<file path="config.mk">
export PLATFORM = sky130hd
export DESIGN_NAME = sched_go_ctl
export DESIGN_NICKNAME = d
export VERILOG_FILES = /design/src/rtl/sgc_pkg.sv /design/src/rtl/sgc_edges.sv /design/src/rtl/sgc_state.sv /design/src/rtl/sgc_gogen.sv /design/src/rtl/sched_go_ctl.sv
export SDC_FILE = /design/constraint.sdc
export NUM_CORES = 1
export LEC_CHECK = 0
export BUFFER_PORTS_ARGS = -buffer_cell sky130_fd_sc_hd__buf_2
export CAP_MARGIN = 20
export CORE_AREA = 5 5 42 44
export DETAILED_ROUTE_END_ITERATION = 10
export DIE_AREA = 0 0 47 49
export PLACE_DENSITY = 0.46
export SLEW_MARGIN = 20
export SYNTH_ARGS = -nofsm -noshare
export SYNTH_HDL_FRONTEND = slang
export SYNTH_SLANG_ARGS = --single-unit
</file>
<file path="constraint.sdc">
create_clock -name clk -period 1.6 [get_ports clk]
set_clock_uncertainty 0.1 [all_clocks]
set_input_delay 0.16 -clock clk [delete_from_list [all_inputs] [get_ports clk]]
set_output_delay 0.16 -clock clk [all_outputs]
set_load 0.01 [all_outputs]
</file>
<file path="src/rtl/sgc_pkg.sv">
// Package: shared constants and state type for the go/done schedule sequencer.
// Assumes the fixed schedule A ; loop { B or C } ; D with one state per unit.
package sgc_pkg;
    localparam int NUM_UNITS   = 4;
    localparam int FINAL_IDX   = NUM_UNITS;            // state after D
    localparam int ST_W        = $clog2(FINAL_IDX + 1); // minimal width for 0..final
    typedef logic [ST_W-1:0] state_t;
    localparam state_t ST_A    = state_t'(0);  // start state merged with unit A
    localparam state_t ST_B    = state_t'(1);
    localparam state_t ST_C    = state_t'(2);
    localparam state_t ST_D    = state_t'(3);
    localparam state_t ST_FIN  = state_t'(FINAL_IDX);
    localparam int U_A = 0;
    localparam int U_B = 1;
    localparam int U_C = 2;
    localparam int U_D = 3;
endpackage

</file>
<file path="src/rtl/sgc_edges.sv">
// Module: sgc_edges
// Evaluates the guarded transitions out of the current state. The guard of
// each edge is the done of the unit in the current state combined with the
// loop and select conditions. Assumes unit_done is a registered signal.
module sgc_edges
    import sgc_pkg::*;
(
    input  state_t               st_q,
    input  logic [NUM_UNITS-1:0] unit_done,
    input  logic                 loop_c,
    input  logic                 sel_c,
    output logic                 take,
    output state_t               nxt
);
    logic   body_pd;   // done of A, B or C when in that unit's state
    state_t body_dst;  // target after A/B/C completes

    // Pick the done of the unit owning a loop-predecessor state.
    always_comb begin
        unique case (st_q)
            ST_A:    body_pd = unit_done[U_A];
            ST_B:    body_pd = unit_done[U_B];
            ST_C:    body_pd = unit_done[U_C];
            default: body_pd = 1'b0;
        endcase
    end

    // Loop re-entry by select, or exit to D when the loop condition is low.
    always_comb begin
        if (!loop_c)    body_dst = ST_D;
        else if (sel_c) body_dst = ST_B;
        else            body_dst = ST_C;
    end

    // Choose whether an edge fires and where it leads.
    always_comb begin
        take = 1'b0;
        nxt  = st_q;
        unique case (st_q)
            ST_A, ST_B, ST_C: begin
                take = body_pd;
                nxt  = body_dst;
            end
            ST_D: begin
                take = unit_done[U_D];
                nxt  = ST_FIN;
            end
            default: begin  // final state, and unused codes, go back to start
                take = 1'b1;
                nxt  = ST_A;
            end
        endcase
    end
endmodule

</file>
<file path="src/rtl/sgc_state.sv">
// Module: sgc_state
// Binary position register. Loads the next state when adv is high.
// Synchronous active-low reset to the start state.
module sgc_state
    import sgc_pkg::*;
(
    input  logic   clk,
    input  logic   rst_n,
    input  logic   adv,
    input  state_t nxt,
    output state_t st_q
);
    // Hold or advance the schedule position.
    always_ff @(posedge clk) begin
        if (!rst_n)   st_q <= ST_A;
        else if (adv) st_q <= nxt;
    end
endmodule

</file>
<file path="src/rtl/sgc_gogen.sv">
// Module: sgc_gogen
// Drives one go per unit: its own-state term while its done is low, plus an
// optional early term while a firing edge targets the unit. The early term is
// not masked by the unit's own done, because each unit runs at least one cycle.
module sgc_gogen
    import sgc_pkg::*;
(
    input  state_t               st_q,
    input  logic                 go_i,
    input  logic                 early_en,
    input  logic [NUM_UNITS-1:0] unit_done,
    input  logic                 take,
    input  state_t               nxt,
    output logic [NUM_UNITS-1:0] unit_go
);
    logic from_unit;  // current state belongs to a unit, not the final state

    // Early starts only come from edges leaving a unit state.
    always_comb from_unit = (st_q <= ST_D);

    for (genvar u = 0; u < NUM_UNITS; u++) begin : g_go
        logic own_t;
        logic early_t;
        // Own-state go while the unit has not yet reported done.
        always_comb own_t   = (st_q == state_t'(u)) && !unit_done[u];
        // Early go while a predecessor edge into this unit fires.
        always_comb early_t = early_en && from_unit && take && (nxt == state_t'(u));
        // Gate everything with the top-level go.
        always_comb unit_go[u] = go_i && (own_t || early_t);
    end
endmodule

</file>
<file path="src/rtl/sched_go_ctl.sv">
// Module: sched_go_ctl (top)
// Go/done sequencer for the schedule A ; while(loop_c) { sel_c ? B : C } ; D.
// Assumes every unit raises its done for one cycle, at least one cycle after
// its go, and that early_en is static during a run.
module sched_go_ctl
    import sgc_pkg::*;
(
    input  logic                 clk,
    input  logic                 rst_n,
    input  logic                 go_i,
    input  logic                 early_en,
    input  logic                 loop_c,
    input  logic                 sel_c,
    input  logic [NUM_UNITS-1:0] unit_done,
    output logic [NUM_UNITS-1:0] unit_go,
    output logic                 done_o
);
    state_t st_q;
    state_t nxt;
    logic   take;
    logic   adv;

    sgc_edges u_edges (
        .st_q      (st_q),
        .unit_done (unit_done),
        .loop_c    (loop_c),
        .sel_c     (sel_c),
        .take      (take),
        .nxt       (nxt)
    );

    // Advance while running; the final state always returns to start.
    always_comb adv = take && (go_i || (st_q == ST_FIN));

    sgc_state u_state (
        .clk   (clk),
        .rst_n (rst_n),
        .adv   (adv),
        .nxt   (nxt),
        .st_q  (st_q)
    );

    sgc_gogen u_gogen (
        .st_q      (st_q),
        .go_i      (go_i),
        .early_en  (early_en),
        .unit_done (unit_done),
        .take      (take),
        .nxt       (nxt),
        .unit_go   (unit_go)
    );

    // Overall completion flag.
    always_comb done_o = (st_q == ST_FIN);
endmodule

</file>
==> results.py, run 1 <==
metrics = {
    "global_routing": {
        "grt_max_degree": 11,
        "grt_use_total_pct": 8.72,
        "antenna_found_initial": 0,
        "grt_pass1_vias": 364,
        "grt_pass1_wl_um": 1400,
        "gr-total-overflow": 0,
    },
    "floorplan": {
        "rows": 14,
        "start_util_pct": 23.2,
        "die_area_sq_mm": 0.00230,
        "die_y_um": 49,
        "die_w_um": 47,
        "coreArea_sq_mm": 0.00140,
        "io_pins": 15,
    },
    "status": {
        "violations": "setup timing",
        "status": "complete, but fails checks",
    },
    "finish": {
        "layout_commonest_cell": "buf_2",
        "finish.utilization_pct": 35.8,
        "top_register": "u_state.st_q",
        "area_growth_pct": 54.2,
        "nFillCells": 165,
        "num_antenna_cells": 0,
        "largest_register_ffs": 3,
        "multi_input_area_sq_um": 275,
        "stdcell_count": 78,
        "top_regs": "u_state.st_q: 3 flops",
        "regArea_sq_um": 68.8,
        "layout.nets": 73,
        "layout_common_cells": "buf_2 (14), buf_4 (5), nand2_1 (4)",
        "layout-drive-gt1-share_pct": 51.6,
    },
    "placement": {
        "dp_cells": 71,
        "hpwl_um": 663,
        "gp_congestion": 0.758,
        "port_buffers": 14,
    },
    "clocking": {
        "clock_path_buffers": 2,
        "clock_latency_ns": 0.24,
        "cts_root_buf": "clkbuf_4",
        "h-tree-depth": 1,
        "cts_hold_buf": 0,
        "cts_sinks": 3,
        "cts_tree": "done",
        "clk_pin_slew_ns": 0.04,
        "numCtsBuffers": 3,
    },
    "sta": {
        "fin_crit_sh_pct": 104,
        "fmax_mhz": 603,
        "worstMarginPinSlew_ns": 0.206,
        "fin_crit_ns": 1.66,
        "slew_violations": 0,
        "rsz0062_at_grt": "true",
        "setup_viol": 1,
        "hold_ws_ns": 0.115,
        "fin_ws_ns": -0.0585,
        "relSlewSlack_pct": 86.1,
        "hold_violations": 0,
    },
    "drt": {
        "drtIter0Drc": 8,
        "wl_met3_um": 50,
        "dr_wl_met2_um": 454,
        "drt-total-wl_um": 919,
        "first_pass_iters": 2,
        "ant_nets": 0,
        "route.detailed.drc": 0,
        "wl_met1_um": 395,
        "avgRoutedWirePerCell_um": 11.8,
        "num_vias": 386,
        "top_layer": "met4",
        "avgViaCountPerCell": 4.95,
    },
    "flow_run": {
        "maxCapViolCount": 0,
    },
    "worst_setup_path": {
        "path_class": "reg -> out",
        "start_kind": "flop",
        "crit_arrival_ns": 1.40,
        "endpoint_kind": "primary output",
        "required_ns": 1.34,
        "cp_max_fo": 2,
    },
    "power_and_ir_drop": {
        "peakVddDrop_uv": 227,
        "powerDensity_mw_per_mm2": 654,
        "power_uw": 328,
        "power_leakage_uw": 0.000230,
    },
    "yosys": {
        "synth_top_area_share_pct": 18.5,
        "syn-num-nets": 51,
        "yosysWarnings": 0,
        "yosys.area.top_type": "dfxtp_1",
        "synthTopCellsByArea": "dfxtp_1 (18%), nand2b_1 (5.8%), o41ai_2 (5.0%), nand3_1 (4.6%), and2b_1 (4.6%)",
        "syn_inst": 41,
        "yosysUniqueCellTypes": 28,
        "synth_seq_area_share_pct": 18.5,
        "syn-cell-area_sq_um": 325,
        "synth-seq-cells": 3,
        "syn_avg_cell_area_sq_um": 7.93,
    },
    "worst_hold_path": {
        "holdCritPathClass": "in -> reg",
    },
}
==> final cells by class <==
class                           instances  area share (%)
Multi-Input combinational cell         35            54.9
Sequential cell                         3            13.7
Timing Repair Buffer                   19            21.4
Clock buffer                            4            5.24
Inverter                                1           0.748
Tap cell                               16            3.99
==> kinds of logic after synthesis <==
| family | after synthesis | share of synthesized area (%) |
|---|---|---|
| multiplexers | 2 | 6.54 |
| buffers and inverters | 3 | 5.00 |
| AND/OR/NAND/NOR | 21 | 43.8 |
| AO/OA/AOI/OAI | 12 | 26.2 |
| flip-flops | 3 | 18.5 |
==> routing by layer <==
metal / track usage (%) / vias up
li1: - / 195
met1: 9.85 / 176
met2: 12.0 / 13
met3: 3.69 / 2
met4: 7.37 / 0
met5: 0 / -
==> metrics by stage <==
stage               TNS (ns)  worst slack [ns]  cell area [sq um]
detailed placement         0            0.0880                418
global placement           0             0.114                418
finish               -0.0585           -0.0585                502
global route          -0.116            -0.116                502
floorplan                  0             0.223                325
CTS                  -0.0726           -0.0726                464
==> synth_stat cells, drive strengths merged <==
master  n
nand2   4
nand2b  4
o21ai   4
dfxtp   3
nand3   3
and2b   2
buf     2
o22ai   2
a211o   1
a21boi  1
a21oi   1
a31oi   1
and2    1
and4b   1
inv     1
mux2    1
mux2i   1
nand3b  1
nor2b   1
nor3    1
nor3b   1
o32ai   1
o41ai   1
or3b    1
or4b    1
==> path summary, 6_finish.rpt <==
path / start / end / slack, ns / cells after the start
setup / recovery: u_state.st_q[2]$_SDFFE_PN0P_ / unit_go[2] / -0.06 / 4
setup reg to reg: u_state.st_q[1]$_SDFFE_PN0P_ / u_state.st_q[0]$_SDFFE_PN0P_ / 0.34 / 4
hold reg to reg: u_state.st_q[0]$_SDFFE_PN0P_ / u_state.st_q[0]$_SDFFE_PN0P_ / 0.48 / 2
hold / removal: rst_n / u_state.st_q[2]$_SDFFE_PN0P_ / 0.11 / 2
==> worst max-delay path, stage by stage (launching register included) <==
cell	delay, ns
dfxtp_2	0.31
nand2b_4	0.13
or4b_4	0.48
o41ai_2	0.06
buf_2	0.17
==> power breakdown <==
| group | total [uW] | internal (uW) | switching [uW] |
|---|---|---|---|
| clock | 144 | 94.1 | 50.1 |
| sequential | 87.7 | 79.5 | 8.24 |
| combinational | 96.0 | 53.5 | 42.5 |
==> repair_timing <==
item                                    CTS  global route
endpoints found under the setup margin    3             3
gates resized for setup                   6             4
pin swaps                                 0             2
setup buffers                             1             2
hold endpoints to repair                  0             0
Power figures use the tool's default switching activity.
==> inputs of run 2 (changes only) <==
Settings changed: PLACE_DENSITY 0.46 to 0.42, SYNTH_HIERARCHICAL set to 1.
==> run 2 against run 1 <==
Via count shrank 6.5%. Fmax shrank 14%. Largest power group unchanged. Power grew 4.6%. First-iteration DRC count shrank 88%. Critical path depth grew 1. Sequential share of layout area shrank 0.66 points. Hold slack lost 0.049 ns. Clock power shrank 9.7%. The run still ends with setup timing left. Register-to-register slack lost 0.61 ns. Critical path type unchanged.
==> results.py, run 2 <==
metrics = {
    "worst_setup_path": {
        "endpoint_kind": "primary output",
        "crit_arrival_ns": 1.66,
        "ff2ff_path_depth": 7,
        "cp_max_fo": 3,
        "start_kind": "flop",
        "path_class": "reg -> out",
        "required_ns": 1.34,
    },
    "sta": {
        "fin_crit_sh_pct": 120,
        "fin_crit_ns": 1.92,
        "fmax_mhz": 521,
        "slew_violations": 0,
        "rsz0062_at_grt": "true",
        "finalSetupTns_ns": -1.98,
        "relSlewSlack_pct": 80.8,
        "worstMarginPinSlew_ns": 0.289,
        "fin_ws_ns": -0.318,
        "hold_violations": 0,
        "hold_ws_ns": 0.0658,
        "setup_viol": 7,
    },
    "finish": {
        "layout-drive-gt1-share_pct": 63.3,
        "num_antenna_cells": 0,
        "largest_register_ffs": 3,
        "top_regs": "u_state/st_q: 3 flops",
        "top_register": "u_state/st_q",
        "final_area_sq_um": 508,
        "layout_common_cells": "buf_2 (14), buf_4 (11), o32ai_1 (4)",
        "layout_commonest_cell": "buf_2",
        "layout.nets": 71,
        "area_growth_pct": 83.7,
    },
    "placement": {
        "placed_area_sq_um": 445,
        "port_buffers": 14,
        "pre_cts_slack_ns": -0.105,
        "gp_congestion": 0.671,
        "hpwl_um": 762,
    },
    "yosys": {
        "synth.most_common_cell": "o32ai_1",
        "ys_async_sr_fraction_pct": 0,
        "synth-seq-cells": 3,
        "synth_seq_area_share_pct": 21.7,
        "synth_top_flop_cell": "dfxtp_1",
        "yosys.area.top_type": "dfxtp_1",
        "synth_common_cells": "o32ai_1 (4), dfxtp_1 (3), mux2i_1 (3), nor2b_1 (3)",
        "syn_inst": 30,
        "syn-num-nets": 40,
        "synth_top_area_share_pct": 21.7,
        "synthTopCellsByArea": "dfxtp_1 (22%), o32ai_1 (13%), mux2i_1 (11%), mux4_2 (8.1%), nor2b_1 (6.8%)",
        "syn_avg_cell_area_sq_um": 9.22,
        "synth_edf_count": 0,
        "syn-cell-area_sq_um": 277,
        "yosysUniqueCellTypes": 18,
        "yosysWarnings": 6,
    },
    "power_and_ir_drop": {
        "power_leakage_uw": 0.000239,
        "peakVddDrop_uv": 388,
        "powerDensity_mw_per_mm2": 675,
    },
    "clocking": {
        "cts_sinks": 3,
        "clock_path_buffers": 2,
        "cts_tree": "done",
        "clock_latency_ns": 0.23,
        "cts_root_buf": "clkbuf_4",
        "clk_pin_slew_ns": 0.04,
        "h-tree-depth": 1,
        "numCtsBuffers": 3,
    },
    "flow_run": {
        "maxCapViolCount": 0,
    },
    "drt": {
        "drt-total-wl_um": 915,
        "first_pass_iters": 3,
        "drtIter0Drc": 1,
        "route.detailed.drc": 0,
        "avgViaCountPerCell": 4.75,
        "num_vias": 361,
        "avgRoutedWirePerCell_um": 12.0,
        "ant_nets": 0,
    },
    "global_routing": {
        "grt.met2_usage_pct": 15.6,
        "grtUsageMet3_pct": 1.11,
        "grt_use_total_pct": 8.81,
        "gr-total-overflow": 0,
        "grt_busiest_layer": "met2",
        "grt_util_met1_pct": 9.03,
        "grt_pass1_wl_um": 1500,
        "antenna_found_initial": 0,
        "grt_pass1_vias": 396,
        "grt_max_degree": 7,
    },
    "floorplan": {
        "coreArea_sq_mm": 0.00140,
        "die_area_sq_mm": 0.00230,
        "die_y_um": 49,
        "die_w_um": 47,
        "io_pins": 15,
        "start_util_pct": 19.7,
        "rows": 14,
    },
    "worst_hold_path": {
        "holdCritPathClass": "in -> reg",
        "holdPathStages": 2,
    },
    "status": {
        "status": "complete, but fails checks",
        "violations": "setup timing",
    },
}
[run 2: cell count changes after synthesis, sizes merged, moves of 2 or more]
cell	previous run	this run
o32ai	1	4
mux2i	1	3
nand3	3	1
o21ai	4	0
o22ai	2	0
buf	2	0
and2b	2	0
nor2b	1	3
nand2	4	1
nand2b	4	0
[run 2: cell families after synthesis]
logic type,after synthesis,share of synthesized area (%)
DFF,3,21.7
buffers and inverters,2,2.72
AOI/OAI and AO/OA,8,22.2
and+or+nand+nor,13,34.4
muxes,4,19.0
[run 2: path summary, 6_finish.rpt]
check                                                  start                           end  slack (ns)
worst min register to register  u_state/st_q[2]$_SDFFE_PN0P_  u_state/st_q[2]$_SDFFE_PN0P_        0.45
worst max-delay path            u_state/st_q[0]$_SDFFE_PN0P_                    unit_go[0]       -0.32
worst max register to register  u_state/st_q[0]$_SDFFE_PN0P_  u_state/st_q[0]$_SDFFE_PN0P_       -0.27
worst min-delay path                                   rst_n  u_state/st_q[2]$_SDFFE_PN0P_        0.07
[run 2: what timing repair did]
item | in CTS | in global routing
buffers inserted | 1 | 1
resized for setup | 2 | 4
hold buffers | 0 | 0
setup endpoints to repair | 7 | 7
[run 2: area by class of cell]
class	instances	area, sq um
fillers	163	893
inverters	2	7.51
clock buffers	4	26.3
flip-flops and latches	3	66.3
well taps	16	20.0
multi-input cells	25	224
repair buffers	26	164
[run 2: through the flow]
stage / utilization, % / total power (uW) / instances
after floorplan: - / 139 / 30
after global placement: 31.8 / 191 / 70
after detailed placement: 31.8 / 192 / 70
after CTS: 34.8 / 340 / 75
after global routing: 36.3 / 366 / 76
final: 36.3 / 343 / 76
[run 2: per-layer routing]
layer / part of all wire [%] / vias to the layer above
li1: - / 182
met1: 42 / 168
met2: 52 / 11
met3: 5.9 / 0
met4: 0 / 0
met5: 0 / -
[run 2: report_power, final]
part	switching [uW]	internal, uW	total, uW
combinational	51.6	74.8	126
clock	37.1	93.3	130
sequential	5.28	81.0	86.3
total	94.0	249	343
[run 2: worst max-delay path: stages, from the launching register on]
cell      delay, ns
dfxtp_4        0.34
mux4_2         0.49
or2_4          0.25
nand3b_1       0.11
o32ai_1        0.09
buf_2          0.14
==> inputs of run 3 (changes only) <==
Settings changed: ABC_AREA set to 1, PLACE_DENSITY 0.42 to 0.51.
Clock period 1.6 ns to 2.2 ns, I/O delays scaled along.
==> run 3 against run 2 <==
The run now ends clean. Synthesized cell count grew to 2.7 times the previous value. Non-clock buffer count shrank 12. Combinational power rose by 120%. Setup slack gained 0.50 ns. Global-route usage is 0.48 points higher. Critical path depth grew 4. Routed wire length is 0.55% higher. Sequential share of layout area decreased by 1.1 points. Sequential cell count is the same. Largest cell class unchanged. Highest routed layer unchanged.
==> results.py, run 3 <==
metrics = {
    "worst_setup_path": {
        "crit_buf_inv": 1,
        "endpoint_kind": "primary output",
        "critical_path.top_delay_family": "flip-flops",
        "start_kind": "flop",
        "cp_slowest_cell": "dfxtp_1",
        "crit_chain": "nor2_1, nand2_1, nand3_1, a21oi_1, nand2_1, nor2_1, nand2_1, a21oi_2, buf_2",
        "required_ns": 1.88,
        "ff2ff_setup_slack_ns": 0.53,
        "max_stage_delay_ns": 0.49,
        "cp_max_fo": 9,
        "worstReg2RegStart": "u_state/st_q[1]$_SDFFE_PN0P_",
        "reg2reg_to": "u_state/st_q[1]$_SDFFE_PN0P_",
        "ff2ff_path_depth": 9,
        "crit_arrival_ns": 1.69,
        "cpMostUsedCell": "nand2_1",
        "path_class": "reg -> out",
    },
    "global_routing": {
        "grt_pass1_vias": 397,
        "gr-total-overflow": 0,
        "grt_use_total_pct": 9.29,
        "grt_pass1_wl_um": 1650,
        "antenna_found_initial": 0,
        "grt_max_degree": 10,
    },
    "yosys": {
        "synth-adder-area-share_pct": 0,
        "synth_edf_count": 0,
        "syn_inst": 80,
        "synth_seq_area_share_pct": 15.8,
        "synth-seq-cells": 3,
        "ys_async_sr_fraction_pct": 0,
        "synth.most_common_cell": "nor2_1",
        "synthMuxAreaShare_pct": 0,
        "yosysUniqueCellTypes": 11,
        "syn_avg_cell_area_sq_um": 4.75,
        "syn-cell-area_sq_um": 380,
        "synth_top_area_share_pct": 24.7,
        "synth_compound_area_share_pct": 10.9,
        "yosys.area_share.xor_xnor_pct": 0,
        "synthTopCellsByArea": "nor2_1 (25%), nand2_1 (22%), inv_1 (17%), dfxtp_1 (16%), a21oi_2 (6.9%)",
        "yosys.area.top_type": "nor2_1",
        "synth_top_family_by_area": "simple AND/OR/NAND/NOR gates",
        "synth_top_flop_cell": "dfxtp_1",
        "synth_common_cells": "nor2_1 (25), nand2_1 (22), inv_1 (17)",
        "syn-num-nets": 90,
        "synth-simple-area-share_pct": 54.6,
        "yosysWarnings": 6,
    },
    "drt": {
        "drt-total-wl_um": 920,
        "avgViaCountPerCell": 3.99,
        "first_pass_iters": 4,
        "route.detailed.drc": 0,
        "avgRoutedWirePerCell_um": 8.07,
        "num_vias": 455,
        "drtIter0Drc": 7,
        "ant_nets": 0,
    },
    "finish": {
        "final_area_sq_um": 500,
        "largest_register_ffs": 3,
        "area_growth_pct": 31.6,
        "layout_commonest_cell": "nor2_1",
        "num_antenna_cells": 0,
        "top_regs": "u_state/st_q: 3 flops",
        "top_register": "u_state/st_q",
        "layout.nets": 109,
        "finish.utilization_pct": 35.7,
        "layout-drive-gt1-share_pct": 25.5,
        "layout_common_cells": "nor2_1 (25), nand2_1 (22), inv_1 (17), buf_2 (14), a21oi_2 (4)",
    },
    "clocking": {
        "clock_path_buffers": 2,
        "cts_root_buf": "clkbuf_4",
        "clock_latency_ns": 0.23,
        "cts_hold_buf": 0,
        "numCtsBuffers": 3,
        "cts_tree": "done",
        "h-tree-depth": 1,
        "cts_sinks": 3,
        "clk_pin_slew_ns": 0.03,
    },
    "worst_hold_path": {
        "holdPathStages": 3,
        "holdCritPathClass": "in -> reg",
        "hold_end": "u_state/st_q[2]$_SDFFE_PN0P_",
        "hp-start": "rst_n",
    },
    "sta": {
        "fin_crit_sh_pct": 91.6,
        "fin_crit_ns": 2.01,
        "relSlewSlack_pct": 78.7,
        "slew_violations": 0,
        "fmax_mhz": 496,
        "setup_viol": 0,
        "hold_violations": 0,
        "rsz0062_at_grt": "false",
        "worstMarginPinSlew_ns": 0.319,
        "finalSetupTns_ns": 0,
    },
    "floorplan": {
        "io_pins": 15,
        "start_util_pct": 27.1,
        "die_w_um": 47,
        "die_y_um": 49,
        "rows": 14,
        "coreArea_sq_mm": 0.00140,
        "die_area_sq_mm": 0.00230,
    },
    "flow_run": {
        "maxCapViolCount": 0,
    },
    "placement": {
        "hpwl_um": 769,
        "placed_area_sq_um": 470,
        "gp_congestion": 0.704,
        "port_buffers": 14,
    },
    "power_and_ir_drop": {
        "peakVddDrop_uv": 511,
        "powerDensity_mw_per_mm2": 965,
        "power_leakage_uw": 0.000313,
    },
    "status": {
        "status": "completed",
    },
}
[run 3: cell count changes after synthesis, moves of 4 or more]
cell / change
nand2_1: +21
o32ai_1: -4
nor2_1: +24
inv_1: +15
[run 3: worst max-delay path by stage]
| stage | start | endpoint | cells past startpoint |
|---|---|---|---|
| 2_1_floorplan | u_state/st_q[1]$_SDFFE_PN0P_ | unit_go[1] | 8 |
| 3_3_place_gp | u_state/st_q[1]$_SDFFE_PN0P_ | unit_go[3] | 9 |
| 3_5_place_dp | u_state/st_q[1]$_SDFFE_PN0P_ | unit_go[3] | 9 |
| 4_1_cts | u_state/st_q[1]$_SDFFE_PN0P_ | unit_go[3] | 9 |
| 5_1_grt | u_state/st_q[1]$_SDFFE_PN0P_ | unit_go[3] | 9 |
| 6_report | u_state/st_q[1]$_SDFFE_PN0P_ | unit_go[3] | 9 |
[run 3: report_power, final]
part           internal (uW)  switching [uW]
logic                    107             169
registers               73.1            40.9
clock network           67.7            25.2
total                    248             235
[run 3: routing by layer]
metal	vias up	GRT usage, %	wire length [um]
li1	270	-	-
met1	177	13.8	447
met2	8	12.0	412
met3	0	3.69	60
met4	0	2.76	0
met5	-	0	0
[run 3: worst min-delay path, stage by stage]
cell and delay [ns]:
buf_2 0.11, nand2_1 0.06, nor2_1 0.03
[run 3: area by class of cell]
cell class | count | area [sq um]
well taps | 16 | 20.0
repair buffers | 14 | 70.1
fillers | 184 | 901
clock buffers | 4 | 26.3
multi-input cells | 58 | 253
flip-flops and latches | 3 | 60.1
inverters | 19 | 71.3
[run 3: cells by family after synthesis]
kind of cell	count (synthesis)
AO/OA/AOI/OAI	6
AND/OR/NAND/NOR	52
flip-flops	3
buffers and inverters	19
[run 3: metrics by stage]
stage	std cells	setup slack, ns	hold slack (ns)	total power, uW
3_5_place_dp	110	0.419	0.379	389
5_1_grt	114	0.000295	0.139	548
2_1_floorplan	80	0.640	0.240	323
6_report	114	0.186	0.142	483
4_1_cts	114	0.163	0.137	488
3_3_place_gp	110	0.380	0.380	391
[run 3: timing repair]
| item | CTS | global route |
|---|---|---|
| resized for setup | 0 | 1 |
| buffers inserted | 0 | 0 |
| endpoints found under the setup margin | 0 | 1 |
